$ cat config.mk
export PLATFORM = sky130hd
export DESIGN_NAME = field_corr_detect
export DESIGN_NICKNAME = d
export VERILOG_FILES = /design/src/rtl/fcd_pkg.sv /design/src/rtl/fcd_sync_edge.sv /design/src/rtl/fcd_diff_stage.sv /design/src/rtl/fcd_accum.sv /design/src/rtl/fcd_result.sv /design/src/rtl/field_corr_detect.sv
export SDC_FILE = /design/constraint.sdc
export NUM_CORES = 1
export LEC_CHECK = 0
export BUFFER_PORTS_ARGS = -buffer_cell sky130_fd_sc_hd__buf_2
export CAP_MARGIN = 40
export CORE_MARGIN = 2
export CORE_UTILIZATION = 45
export CTS_BUF_LIST = sky130_fd_sc_hd__clkbuf_8 sky130_fd_sc_hd__clkbuf_16
export DETAILED_ROUTE_END_ITERATION = 8
export HOLD_SLACK_MARGIN = 0.02
export PLACE_DENSITY = 0.75
export SYNTH_ARGS = -nofsm -noshare
export SYNTH_HDL_FRONTEND = slang
export SYNTH_HIERARCHICAL = 1
export SYNTH_SLANG_ARGS = --single-unit
$ cat constraint.sdc
create_clock -name clk -period 2.9 [get_ports clk]
set_input_delay 0.58 -clock clk [delete_from_list [all_inputs] [get_ports clk]]
set_output_delay 0.58 -clock clk [all_outputs]
set_load 0.01 [all_outputs]
$ cat src/rtl/fcd_pkg.sv
package fcd_pkg;
  localparam int unsigned FCD_PIX_W  = 8;
  localparam int unsigned FCD_CMP_W  = 4;
  localparam int unsigned FCD_ACC_W  = 22;
  localparam int unsigned FCD_RES_W  = 16;
  localparam int unsigned FCD_ADDR_W = 8;
  localparam logic [FCD_ADDR_W-1:0] FCD_LO_ADDR = 8'h80;
  localparam logic [FCD_ADDR_W-1:0] FCD_HI_ADDR = 8'h81;
endpackage

$ cat src/rtl/fcd_sync_edge.sv
module fcd_sync_edge #(
  parameter int unsigned STAGES = 2
) (
  input  logic clk,
  input  logic rst,
  input  logic async_in,
  output logic rise
);
  // chain[STAGES-1] is the synchronised level, chain[STAGES] its previous value
  logic [STAGES:0] chain;

  always_ff @(posedge clk) begin
    if (rst) chain <= '0;
    else     chain <= {chain[STAGES-1:0], async_in};
  end

  assign rise = chain[STAGES-1] & ~chain[STAGES];
endmodule

$ cat src/rtl/fcd_diff_stage.sv
module fcd_diff_stage #(
  parameter int unsigned PIX_W = 8,
  parameter int unsigned CMP_W = 4
) (
  input  logic             clk,
  input  logic             rst,
  input  logic             vid_in,
  input  logic [PIX_W-1:0] pix_a,
  input  logic [PIX_W-1:0] pix_b,
  output logic [CMP_W-1:0] diff_q,
  output logic             valid_q
);
  logic [CMP_W-1:0] a_hi, b_hi, mag;

  assign a_hi = pix_a[PIX_W-1 -: CMP_W];
  assign b_hi = pix_b[PIX_W-1 -: CMP_W];

  always_comb begin
    if (a_hi >= b_hi) mag = a_hi - b_hi;
    else              mag = b_hi - a_hi;
  end

  always_ff @(posedge clk) begin
    if (rst) begin
      diff_q  <= '0;
      valid_q <= 1'b0;
    end else begin
      diff_q  <= mag;
      valid_q <= vid_in;
    end
  end
endmodule

$ cat src/rtl/fcd_accum.sv
module fcd_accum #(
  parameter int unsigned CMP_W = 4,
  parameter int unsigned ACC_W = 22
) (
  input  logic             clk,
  input  logic             rst,
  input  logic             valid,
  input  logic [CMP_W-1:0] diff,
  input  logic             restart,
  output logic [ACC_W-1:0] acc_q
);
  logic [ACC_W-1:0] addend;

  assign addend = valid ? ACC_W'(diff) : '0;

  always_ff @(posedge clk) begin
    if (rst)          acc_q <= '0;
    else if (restart) acc_q <= addend;
    else              acc_q <= acc_q + addend;
  end
endmodule

$ cat src/rtl/fcd_result.sv
module fcd_result #(
  parameter int unsigned ACC_W  = 22,
  parameter int unsigned RES_W  = 16,
  parameter int unsigned ADDR_W = 8,
  parameter logic [ADDR_W-1:0] LO_ADDR = 8'h80,
  parameter logic [ADDR_W-1:0] HI_ADDR = 8'h81
) (
  input  logic                  clk,
  input  logic                  rst,
  input  logic                  xfer,
  input  logic [ACC_W-1:0]      acc,
  input  logic                  rd_en,
  input  logic [ADDR_W-1:0]     rd_addr,
  output logic [RES_W/2-1:0]    rd_data,
  output logic                  rd_valid,
  output logic                  rd_done,
  output logic [RES_W-1:0]      result_q
);
  localparam int unsigned BYTE_W = RES_W / 2;

  logic lo_hit, hi_hit;

  assign lo_hit = rd_en && (rd_addr == LO_ADDR);
  assign hi_hit = rd_en && (rd_addr == HI_ADDR);

  // transfer has priority over the clear that follows a high-byte read
  always_ff @(posedge clk) begin
    if (rst)         result_q <= '0;
    else if (xfer)   result_q <= acc[ACC_W-1 -: RES_W];
    else if (hi_hit) result_q <= '0;
  end

  always_ff @(posedge clk) begin
    if (rst) begin
      rd_data  <= '0;
      rd_valid <= 1'b0;
      rd_done  <= 1'b0;
    end else begin
      rd_valid <= lo_hit | hi_hit;
      rd_done  <= hi_hit;
      if (hi_hit)      rd_data <= result_q[RES_W-1 -: BYTE_W];
      else if (lo_hit) rd_data <= result_q[BYTE_W-1:0];
      else             rd_data <= '0;
    end
  end
endmodule

$ cat src/rtl/field_corr_detect.sv
module field_corr_detect
  import fcd_pkg::*;
#(
  parameter int unsigned PIX_W       = FCD_PIX_W,
  parameter int unsigned CMP_W       = FCD_CMP_W,
  parameter int unsigned ACC_W       = FCD_ACC_W,
  parameter int unsigned RES_W       = FCD_RES_W,
  parameter int unsigned ADDR_W      = FCD_ADDR_W,
  parameter int unsigned SYNC_STAGES = 2,
  parameter logic [ADDR_W-1:0] LO_ADDR = FCD_LO_ADDR,
  parameter logic [ADDR_W-1:0] HI_ADDR = FCD_HI_ADDR
) (
  input  logic               clk,
  input  logic               rst,
  input  logic               active_vid,
  input  logic [PIX_W-1:0]   luma_a,
  input  logic [PIX_W-1:0]   luma_b,
  input  logic               fld_strobe,
  input  logic               rd_en,
  input  logic [ADDR_W-1:0]  rd_addr,
  output logic [RES_W/2-1:0] rd_data,
  output logic               rd_valid,
  output logic               rd_done
);
  logic             xfer_pulse;
  logic [CMP_W-1:0] pix_diff;
  logic             pix_valid;
  logic [ACC_W-1:0] acc_sum;
  logic [RES_W-1:0] result_q;

  fcd_sync_edge #(.STAGES(SYNC_STAGES)) u_sync (
    .clk(clk), .rst(rst), .async_in(fld_strobe), .rise(xfer_pulse)
  );

  fcd_diff_stage #(.PIX_W(PIX_W), .CMP_W(CMP_W)) u_diff (
    .clk(clk), .rst(rst), .vid_in(active_vid),
    .pix_a(luma_a), .pix_b(luma_b),
    .diff_q(pix_diff), .valid_q(pix_valid)
  );

  fcd_accum #(.CMP_W(CMP_W), .ACC_W(ACC_W)) u_acc (
    .clk(clk), .rst(rst), .valid(pix_valid), .diff(pix_diff),
    .restart(xfer_pulse), .acc_q(acc_sum)
  );

  fcd_result #(
    .ACC_W(ACC_W), .RES_W(RES_W), .ADDR_W(ADDR_W),
    .LO_ADDR(LO_ADDR), .HI_ADDR(HI_ADDR)
  ) u_res (
    .clk(clk), .rst(rst), .xfer(xfer_pulse), .acc(acc_sum),
    .rd_en(rd_en), .rd_addr(rd_addr),
    .rd_data(rd_data), .rd_valid(rd_valid), .rd_done(rd_done),
    .result_q(result_q)
  );
endmodule

==> results of run 1 <==
## through the flow
stage,worst slack (ps),cells
finish,618,359
global route,454,359
CTS,623,359
detailed placement,486,351
global placement,532,351
floorplan,717,257
## flip-flops by register name, summed over array words and instances, names as in the netlist
register	cells
u_diff/valid_q	1
u_acc/acc_q	22
u_res/rd_valid	1
u_sync/chain	3
u_res/result_q	16
u_diff/diff_q	4
u_res/rd_data	8
u_res/rd_done	1
## per-layer routing
| metal | global-route usage (%) | wire, µm | up-vias |
|---|---|---|---|
| li1 | - | - | 951 |
| met1 | 18.9 | 2100 | 858 |
| met2 | 26.0 | 2130 | 25 |
| met3 | 4.52 | 167 | 6 |
| met4 | 4.07 | 50 | 0 |
| met5 | 0 | 0 | - |
## where the power goes
group | switching (W) | total [W] | internal [W]
Combinational | 0.0000694 | 0.000127 | 0.0000577
Sequential | 0.00000369 | 0.000785 | 0.000781
Clock | 0.000273 | 0.000450 | 0.000177
Total | 0.000346 | 0.00136 | 0.00102
## cells in the mapped netlist, drive strengths merged, types with 2 or more instances
cell type,n,area [µm²]
dfxtp,56,1120
nor2,37,139
xnor2,17,149
a22o,16,140
inv,16,60.1
nor2b,12,77.6
ha,11,138
nand2,11,41.3
mux2i,10,100
a21oi,8,43.8
buf,8,46.3
a211oi,5,37.5
nor3,5,25.0
a21o,4,30.0
and2,3,18.8
and4,3,26.3
fa,3,60.1
nand3,3,15.0
nand4,3,33.8
o21ai,3,18.8
a31o,2,17.5
mux2,2,22.5
nor4b,2,30.0
## logic make-up (layout without fill, tap and decap cells)
family | after synthesis | count (layout) | synth area share [%]
adder cells (fa/ha/maj) | 14 | 14 | 7.64
multiplexers | 12 | 12 | 4.74
buffers and inverters | 25 | 55 | 4.26
XOR/XNOR | 17 | 17 | 5.75
AND/OR/NAND/NOR | 86 | 86 | 18.8
flip-flops | 56 | 56 | 43.3
AO/OA/AOI/OAI | 47 | 47 | 15.5
## final cells by class
cell class	instances	area, µm²	area share, %
multi-input combinational	176	1360	47.1
sequential	56	1120	38.9
timing repair buffer	31	158	5.48
tap	72	90.1	3.13
clock buffer	5	68.8	2.39
inverter	16	60.1	2.09
clock inverter	3	25.0	0.869
## critical path: cells and delay by family (launching register included)
| family | cells | cell delay, ps |
|---|---|---|
| adder cells (fa/ha/maj) | 2 | 570 |
| flip-flops | 1 | 380 |
| buffers and inverters | 1 | 70 |
| AND/OR/NAND/NOR | 2 | 360 |
| AO/OA/AOI/OAI | 4 | 810 |
## worst max path at each step
stage                    from               end
2_1_floorplan       luma_a[4]  u_diff/diff_q[2]
3_3_place_gp        luma_a[4]  u_diff/diff_q[2]
3_5_place_dp        luma_a[4]  u_diff/diff_q[2]
4_1_cts        u_diff/valid_q   u_acc/acc_q[12]
5_1_grt        u_diff/valid_q   u_acc/acc_q[12]
6_report       u_diff/valid_q   u_acc/acc_q[12]
==> impl_metrics.py, run 1 <==
metrics = {
    "drt": {
        "vias": 1840,
        "wl_per_cell_um": 12.4,
        "drt_pass1_iterations": 4,
        "antenna_left": 0,
        "vias_per_cell": 5.13,
        "drt_iter0_markers": 102,
        "wirelength_mm": 4.45,
        "drc": 0,
    },
    "sta": {
        "finalSetupViolations": 0,
        "finalSetupTns_ps": 0,
        "min_period_ps": 2280,
        "slew_violations": 0,
        "worstMarginPinSlew_ps": 725,
        "relSlewSlack_pct": 51.7,
        "post-route-period-util_pct": 78.7,
        "clock_skew_ps": 16.7,
        "hold_violations": 0,
        "max_freq_ghz": 0.438,
        "holdWs_ps": 451,
        "rsz0062_at_grt": "false",
    },
    "die": {
        "initial_core_util_pct": 46.7,
        "rows": 27,
        "die_x_um": 79.8,
        "die-area_mm2": 0.00637,
        "coreArea_mm2": 0.00554,
        "die_h_um": 79.8,
        "ios": 39,
    },
    "global_route": {
        "grt_pass1_vias": 1710,
        "gr-total-overflow": 0,
        "grt_pass1_wl_mm": 7.69,
        "grtUsageTotal_pct": 15.3,
        "antenna_found_initial": 0,
        "grt_start_max_net_pins": 21,
    },
    "critical_path": {
        "r2r_setup_slack_ps": 620,
        "crit_fanout": 7,
        "r2r_start": "u_diff/valid_q",
        "path_cells": "and2_1, ha_1, inv_1, fa_1, nor2b_1, o21ai_2, a21oi_1, a211oi_1, a31o_2",
        "cp_slowest_cell": "dfxtp_1",
        "max_stage_delay_ps": 380,
        "critPathLaunchType": "flop",
        "end_kind": "flop",
        "r2r_end": "u_acc/acc_q[12]",
        "worstSetupPathType": "flop to flop",
        "arrival_ps": 2500,
        "crit_required_ps": 3110,
        "reg2reg_depth": 9,
    },
    "clock_network": {
        "clk_pin_slew_worst_paths_ps": 100,
        "post-cts-setup-buffers": 0,
        "clock_path_buffers": 2,
        "cts_root_buffer": "clkbuf_8",
        "cts_max_level": 2,
        "cts_buffers": 5,
        "cts_tree": "done",
        "ctsResizeCount": 0,
        "cts.sinks": 56,
        "hold_buffers": 0,
        "insertion_delay_ps": 330,
    },
    "placement": {
        "globalplace.congestion": 0.784,
        "port_buffers": 30,
        "placed_cell_area_mm2": 0.00279,
        "dp_hpwl_mm": 3.24,
    },
    "logic_synthesis": {
        "synth_edf_count": 0,
        "synthCells": 257,
        "synthesis.nets": 300,
        "yosys_warnings": 6,
        "synth_area_mm2": 0.00259,
        "synthDistinctLibCells": 48,
        "synth_ff_type": "dfxtp_1",
        "async_flop_share_pct": 0,
        "avgSynthCellArea_um2": 10.1,
        "synth_seq_cells": 56,
        "ys_seq_area_share_pct": 43.3,
    },
    "job": {
        "max_cap_viol_count": 0,
    },
    "layout": {
        "fin_util_pct": 52.0,
        "final_cell_mix": "dfxtp_1 (56), nor2_1 (37), buf_2 (30)",
        "layout-drive-gt1-share_pct": 18.5,
        "final_area_mm2": 0.00288,
        "layout_commonest_cell": "dfxtp_1",
        "syn_to_final_growth_pct": 11.3,
        "nNetsFinal": 329,
        "nFillCells": 510,
        "num_antenna_cells": 0,
    },
    "worst_hold_path": {
        "hp-start": "u_sync/chain[0]",
        "min_to": "u_sync/chain[1]",
        "hold_path.class": "flop to flop",
        "hold_depth": 1,
    },
    "pwr": {
        "max-vdd-ir-drop_mv": 0.243,
        "power_w": 0.00136,
        "power_density_mw_per_mm2": 473,
        "p_leak_nw": 1.18,
    },
    "run_status": {
        "status": "finished, final reports clean",
    },
}
(Power assumes the default switching activity.)
==> run 2, diff against run 1 <==
==> constraint.sdc (replaced) <==
create_clock -name clk -period 2.36 [get_ports clk]
set_input_delay 0.472 -clock clk [delete_from_list [all_inputs] [get_ports clk]]
set_output_delay 0.472 -clock clk [all_outputs]
set_load 0.01 [all_outputs]
==> run 2 against run 1 <==
Effect of this change:
- sequential cell count unchanged
- fmax up 4.3%
- worst setup slack got worse by 440 ps
- largest cell class unchanged
==> impl_metrics.py, run 2 (same netlist as run 1, synthesis figures left out) <==
metrics = {
    "drt": {
        "wirelength_mm": 4.48,
        "wl_met1_mm": 2.00,
        "wl_met2_mm": 2.22,
        "vias_per_cell": 5.16,
        "top_layer": "met4",
        "drt_pass1_iterations": 6,
        "wl_per_cell_um": 12.5,
        "antenna_left": 0,
        "met3_length_um": 173,
        "drt_iter0_markers": 109,
        "vias": 1851,
        "drc": 0,
    },
    "pwr": {
        "power_density_mw_per_mm2": 576,
        "power_w": 0.00166,
        "p_leak_nw": 1.18,
        "max-vdd-ir-drop_mv": 0.315,
    },
    "sta": {
        "post-route-period-util_pct": 92.7,
        "hold_violations": 0,
        "relSlewSlack_pct": 51.2,
        "clock_skew_ps": 9.75,
        "finalSetupViolations": 0,
        "rsz0062_at_grt": "false",
        "worstMarginPinSlew_ps": 732,
        "min_period_ps": 2190,
        "max_freq_ghz": 0.457,
        "slew_violations": 0,
        "finalSetupTns_ps": 0,
    },
    "critical_path": {
        "critPathCapture": "u_acc/acc_q[18]",
        "worstSetupPathType": "flop to flop",
        "r2r_start": "u_diff/valid_q",
        "arrival_ps": 2390,
        "reg2reg_depth": 9,
        "critPathLaunch": "u_diff/valid_q",
        "critPathLaunchType": "flop",
        "crit_fanout": 7,
        "r2r_end": "u_acc/acc_q[18]",
        "end_kind": "flop",
        "crit_required_ps": 2570,
        "r2r_setup_slack_ps": 170,
    },
    "placement": {
        "dp_hpwl_mm": 3.29,
        "port_buffers": 30,
        "globalplace.congestion": 0.774,
    },
    "global_route": {
        "gr-total-overflow": 0,
        "antenna_found_initial": 0,
        "grt_start_max_net_pins": 21,
        "grt_pass1_vias": 1804,
        "grtUsageTotal_pct": 15.4,
        "grt_pass1_wl_mm": 7.75,
    },
    "job": {
        "max_cap_viol_count": 0,
    },
    "clock_network": {
        "post-cts-setup-buffers": 0,
        "cts.sinks": 56,
        "insertion_delay_ps": 310,
        "cts_root_buffer": "clkbuf_8",
        "cts_buffers": 5,
        "cts_tree": "done",
        "clock_path_buffers": 2,
        "cts_max_level": 2,
        "clk_pin_slew_worst_paths_ps": 110,
    },
    "die": {
        "die_h_um": 79.8,
        "coreArea_mm2": 0.00554,
        "rows": 27,
        "initial_core_util_pct": 46.7,
        "die-area_mm2": 0.00637,
        "die_x_um": 79.8,
        "ios": 39,
    },
    "layout": {
        "num_antenna_cells": 0,
        "layout_commonest_cell": "dfxtp_1",
        "nFillCells": 528,
        "largest-register": "u_acc/acc_q",
        "syn_to_final_growth_pct": 11.6,
        "nNetsFinal": 329,
        "layout-drive-gt1-share_pct": 19.2,
        "top_regs": "u_acc/acc_q: 22 flops, u_res/result_q: 16 flops, u_res/rd_data: 8 flops",
        "largest_register_ffs": 22,
        "final_cell_mix": "dfxtp_1 (56), nor2_1 (37), buf_2 (30)",
    },
    "worst_hold_path": {
        "hold_path.class": "input port to flop",
    },
    "run_status": {
        "status": "finished, final reports clean",
    },
}
-- run 2: cell count changes in the layout (fill, tap and decap cells not counted) --
cell      before  now
inv_6          2    0
a21oi_1        7    6
a21oi_2        1    2
clkinv_4       0    1
inv_8          0    1
nor2b_1       11   10
nor2b_2        1    2
-- run 2: repair_timing --
action,4_1_cts,5_1_grt
setup endpoints to repair,0,3
resized for setup,0,2
hold buffers,0,0
-- run 2: per-layer routing --
metal | GRT usage, % | vias up
met5 | 0 | -
met4 | 6.61 | 0
met3 | 4.64 | 8
met2 | 27.1 | 36
met1 | 17.2 | 862
li1 | - | 945
-- run 2: how the worst min path moves through the flow --
stage	startpoint	endpoint	slack (ps)	depth (start not counted)
after detailed placement	u_sync/chain[0]	u_sync/chain[1]	440	1
after CTS	active_vid	u_diff/valid_q	360	2
final	active_vid	u_diff/valid_q	370	2
after floorplan	u_sync/chain[0]	u_sync/chain[1]	410	1
after global placement	u_sync/chain[0]	u_sync/chain[1]	420	1
after global routing	active_vid	u_diff/valid_q	350	2
-- run 2: per-stage QoR --
step	setup WS (ps)	instances	hold WS, ps	instance area [µm²]	util, %
floorplan	285	257	414	2590	-
global placement	97.0	350	417	2780	50.1
detailed placement	88.0	351	440	2790	50.3
CTS	69.8	359	358	2880	52.0
global route	11.3	359	354	2890	52.1
finish	173	359	368	2890	52.1
-- run 2: worst max-delay path: stages, from the launching register on --
cell and delay, ps:
dfxtp_1 380, and2_1 160, ha_1 190, inv_1 60, fa_1 380, nor2b_2 170, o21ai_2 160, a2111oi_4 390
xnor2_1 150, nor2_1 50
-- run 2: cell type report --
cell class | instances | area (µm²) | area share (%)
multi-input combinational | 176 | 1360 | 47.2
sequential | 56 | 1120 | 38.8
timing repair buffer | 31 | 158 | 5.46
tap | 72 | 90.1 | 3.12
clock buffer | 5 | 68.8 | 2.38
inverter | 16 | 60.1 | 2.08
clock inverter | 3 | 27.5 | 0.953
-- run 2: power breakdown --
| part | total [W] | internal, W | switching, W |
|---|---|---|---|
| sequential | 0.000965 | 0.000960 | 0.00000477 |
| combinational | 0.000156 | 0.0000711 | 0.0000854 |
| clock | 0.000541 | 0.000218 | 0.000323 |
==> run 3, diff against run 2 <==
--- a/config.mk
+++ b/config.mk
@@ -12,7 +12,7 @@
 export CTS_BUF_LIST = sky130_fd_sc_hd__clkbuf_8 sky130_fd_sc_hd__clkbuf_16
 export DETAILED_ROUTE_END_ITERATION = 8
 export HOLD_SLACK_MARGIN = 0.02
-export PLACE_DENSITY = 0.75
+export PLACE_DENSITY = 0.65
 export SYNTH_ARGS = -nofsm -noshare
 export SYNTH_HDL_FRONTEND = slang
 export SYNTH_HIERARCHICAL = 1
==> run 3 against run 2 <==
Effect of this change:
- sequential power hardly changed
- fmax is 1.1% lower
- combinational power is 3% higher
- utilization is 0.32 points higher
- via count is 0.27% higher
- sequential share of layout area is 0.23 points lower
- power is 0.66% higher
- register-to-register slack worse by 20 ps
- worst setup slack worse by 24 ps
- non-clock buffer count is 2 higher
- critical endpoint unchanged
- largest cell class unchanged
==> impl_metrics.py, run 3 (same netlist as run 1, synthesis figures left out) <==
metrics = {
    "sta": {
        "finalSetupTns_ps": 0,
        "max_freq_ghz": 0.452,
        "slew_violations": 0,
        "setup_ws_ps": 149,
        "relSlewSlack_pct": 61.6,
        "post-route-period-util_pct": 93.7,
        "worstMarginPinSlew_ps": 575,
        "rsz0062_at_grt": "false",
        "clock_skew_ps": 11.7,
        "finalSetupViolations": 0,
        "hold_violations": 0,
        "min_period_ps": 2210,
    },
    "layout": {
        "top_regs": "u_acc/acc_q: 22 flops, u_res/result_q: 16 flops, u_res/rd_data: 8 flops",
        "num_antenna_cells": 0,
        "syn_to_final_growth_pct": 12.3,
        "largest_register_ffs": 22,
        "fin_util_pct": 52.4,
        "final_area_mm2": 0.00291,
        "nNetsFinal": 331,
        "layout_commonest_cell": "dfxtp_1",
        "nFillCells": 531,
        "largest-register": "u_acc/acc_q",
        "final_cell_mix": "dfxtp_1 (56), nor2_1 (37), buf_2 (30)",
        "layout-drive-gt1-share_pct": 19.7,
    },
    "critical_path": {
        "crit_fanout": 7,
        "crit_required_ps": 2570,
        "path_cells": "and2_1, ha_1, inv_1, fa_1, nor2b_2, o21ai_2, a2111oi_4, xnor2_1, nor2_1",
        "reg2reg_depth": 9,
        "critPathLaunchType": "flop",
        "critPathLaunch": "u_diff/valid_q",
        "r2r_end": "u_acc/acc_q[18]",
        "cp_slowest_cell": "fa_1",
        "max_stage_delay_ps": 400,
        "worstSetupPathType": "flop to flop",
        "arrival_ps": 2420,
        "end_kind": "flop",
        "r2r_start": "u_diff/valid_q",
        "critPathCapture": "u_acc/acc_q[18]",
        "r2r_setup_slack_ps": 150,
    },
    "clock_network": {
        "cts_max_level": 2,
        "cts_tree": "done",
        "insertion_delay_ps": 320,
        "clock_path_buffers": 2,
        "cts_root_buffer": "clkbuf_8",
        "cts_buffers": 5,
        "clk_pin_slew_worst_paths_ps": 110,
        "cts.sinks": 56,
    },
    "global_route": {
        "grt_pass1_vias": 1765,
        "grtUsageMet2_pct": 27.5,
        "gr-total-overflow": 0,
        "top_usage_layer": "met2",
        "grtUsageMet3_pct": 3.05,
        "grt_start_max_net_pins": 21,
        "grtUsageTotal_pct": 15.9,
        "met1_usage_pct": 20.1,
        "antenna_found_initial": 0,
        "grt_pass1_wl_mm": 7.98,
    },
    "pwr": {
        "p_leak_nw": 1.19,
        "power_w": 0.00167,
        "power_density_mw_per_mm2": 576,
        "max-vdd-ir-drop_mv": 0.392,
    },
    "placement": {
        "dp_hpwl_mm": 3.42,
        "placed_cell_area_mm2": 0.00280,
        "port_buffers": 30,
        "globalplace.congestion": 0.809,
        "pre_cts_slack_ps": 89.6,
    },
    "die": {
        "initial_core_util_pct": 46.7,
        "ios": 39,
        "rows": 27,
        "die_h_um": 79.8,
        "die-area_mm2": 0.00637,
        "die_x_um": 79.8,
        "coreArea_mm2": 0.00554,
    },
    "drt": {
        "drt_pass1_iterations": 5,
        "drc": 0,
        "vias_per_cell": 5.14,
        "antenna_left": 0,
        "vias": 1856,
        "wl_per_cell_um": 12.7,
        "drt_iter0_markers": 65,
        "wirelength_mm": 4.60,
    },
    "worst_hold_path": {
        "hold_path.class": "input port to flop",
    },
    "run_status": {
        "status": "finished, final reports clean",
    },
    "job": {
        "max_cap_viol_count": 0,
    },
}
-- run 3: cell type report --
class,count,area (µm²),share of cell area (%)
Clock inverter,3,26.3,0.904
Multi-Input combinational cell,176,1360,46.9
Inverter,16,60.1,2.07
Sequential cell,56,1120,38.6
Tap cell,72,90.1,3.10
Clock buffer,5,68.8,2.37
Timing Repair Buffer,33,176,6.07
-- run 3: how the worst min path moves through the flow --
stage	start	endpoint	slack, ps	depth (start not counted)
detailed placement	u_sync/chain[0]	u_sync/chain[1]	430	1
global route	fld_strobe	u_sync/chain[0]	370	2
floorplan	u_sync/chain[0]	u_sync/chain[1]	410	1
finish	fld_strobe	u_sync/chain[0]	370	2
global placement	u_sync/chain[0]	u_sync/chain[1]	420	1
CTS	fld_strobe	u_sync/chain[0]	360	2
-- run 3: per-stage QoR --
step	std cells	hold WS, ps
after CTS	361	364
final	361	370
after global placement	352	417
after floorplan	257	414
after detailed placement	353	432
after global routing	361	365
-- run 3: critical path, delay by kind of cell, from the launching register on --
| kind | cells | cell delay [ps] |
|---|---|---|
| adders and majority gates | 2 | 590 |
| buffers and inverters | 1 | 60 |
| DFF | 1 | 380 |
| AOI/OAI and AO/OA | 2 | 550 |
| xor gates and xnor gates | 1 | 160 |
| and+or+nand+nor | 3 | 370 |
-- run 3: routing by layer --
| layer | share of wire [%] | vias up |
|---|---|---|
| li1 | - | 943 |
| met1 | 48 | 870 |
| met2 | 48 | 40 |
| met3 | 3.4 | 3 |
| met4 | 0.61 | 0 |
| met5 | 0 | - |
-- run 3: repair_timing --
action | in CTS | in global routing
hold buffers | 0 | 0
setup endpoints to repair | 0 | 3
endpoints found under the hold margin | 0 | 0
buffers inserted | 0 | 0
gates resized for setup | 0 | 2
-- run 3: report_power, final --
part	total, W	switching (W)	leakage [nW]	internal (W)
Combinational	0.000161	0.0000877	0.693	0.0000738
Clock	0.000547	0.000331	0.0423	0.000217
Sequential	0.000964	0.00000443	0.453	0.000960
Total	0.00167	0.000423	1.19	0.00125
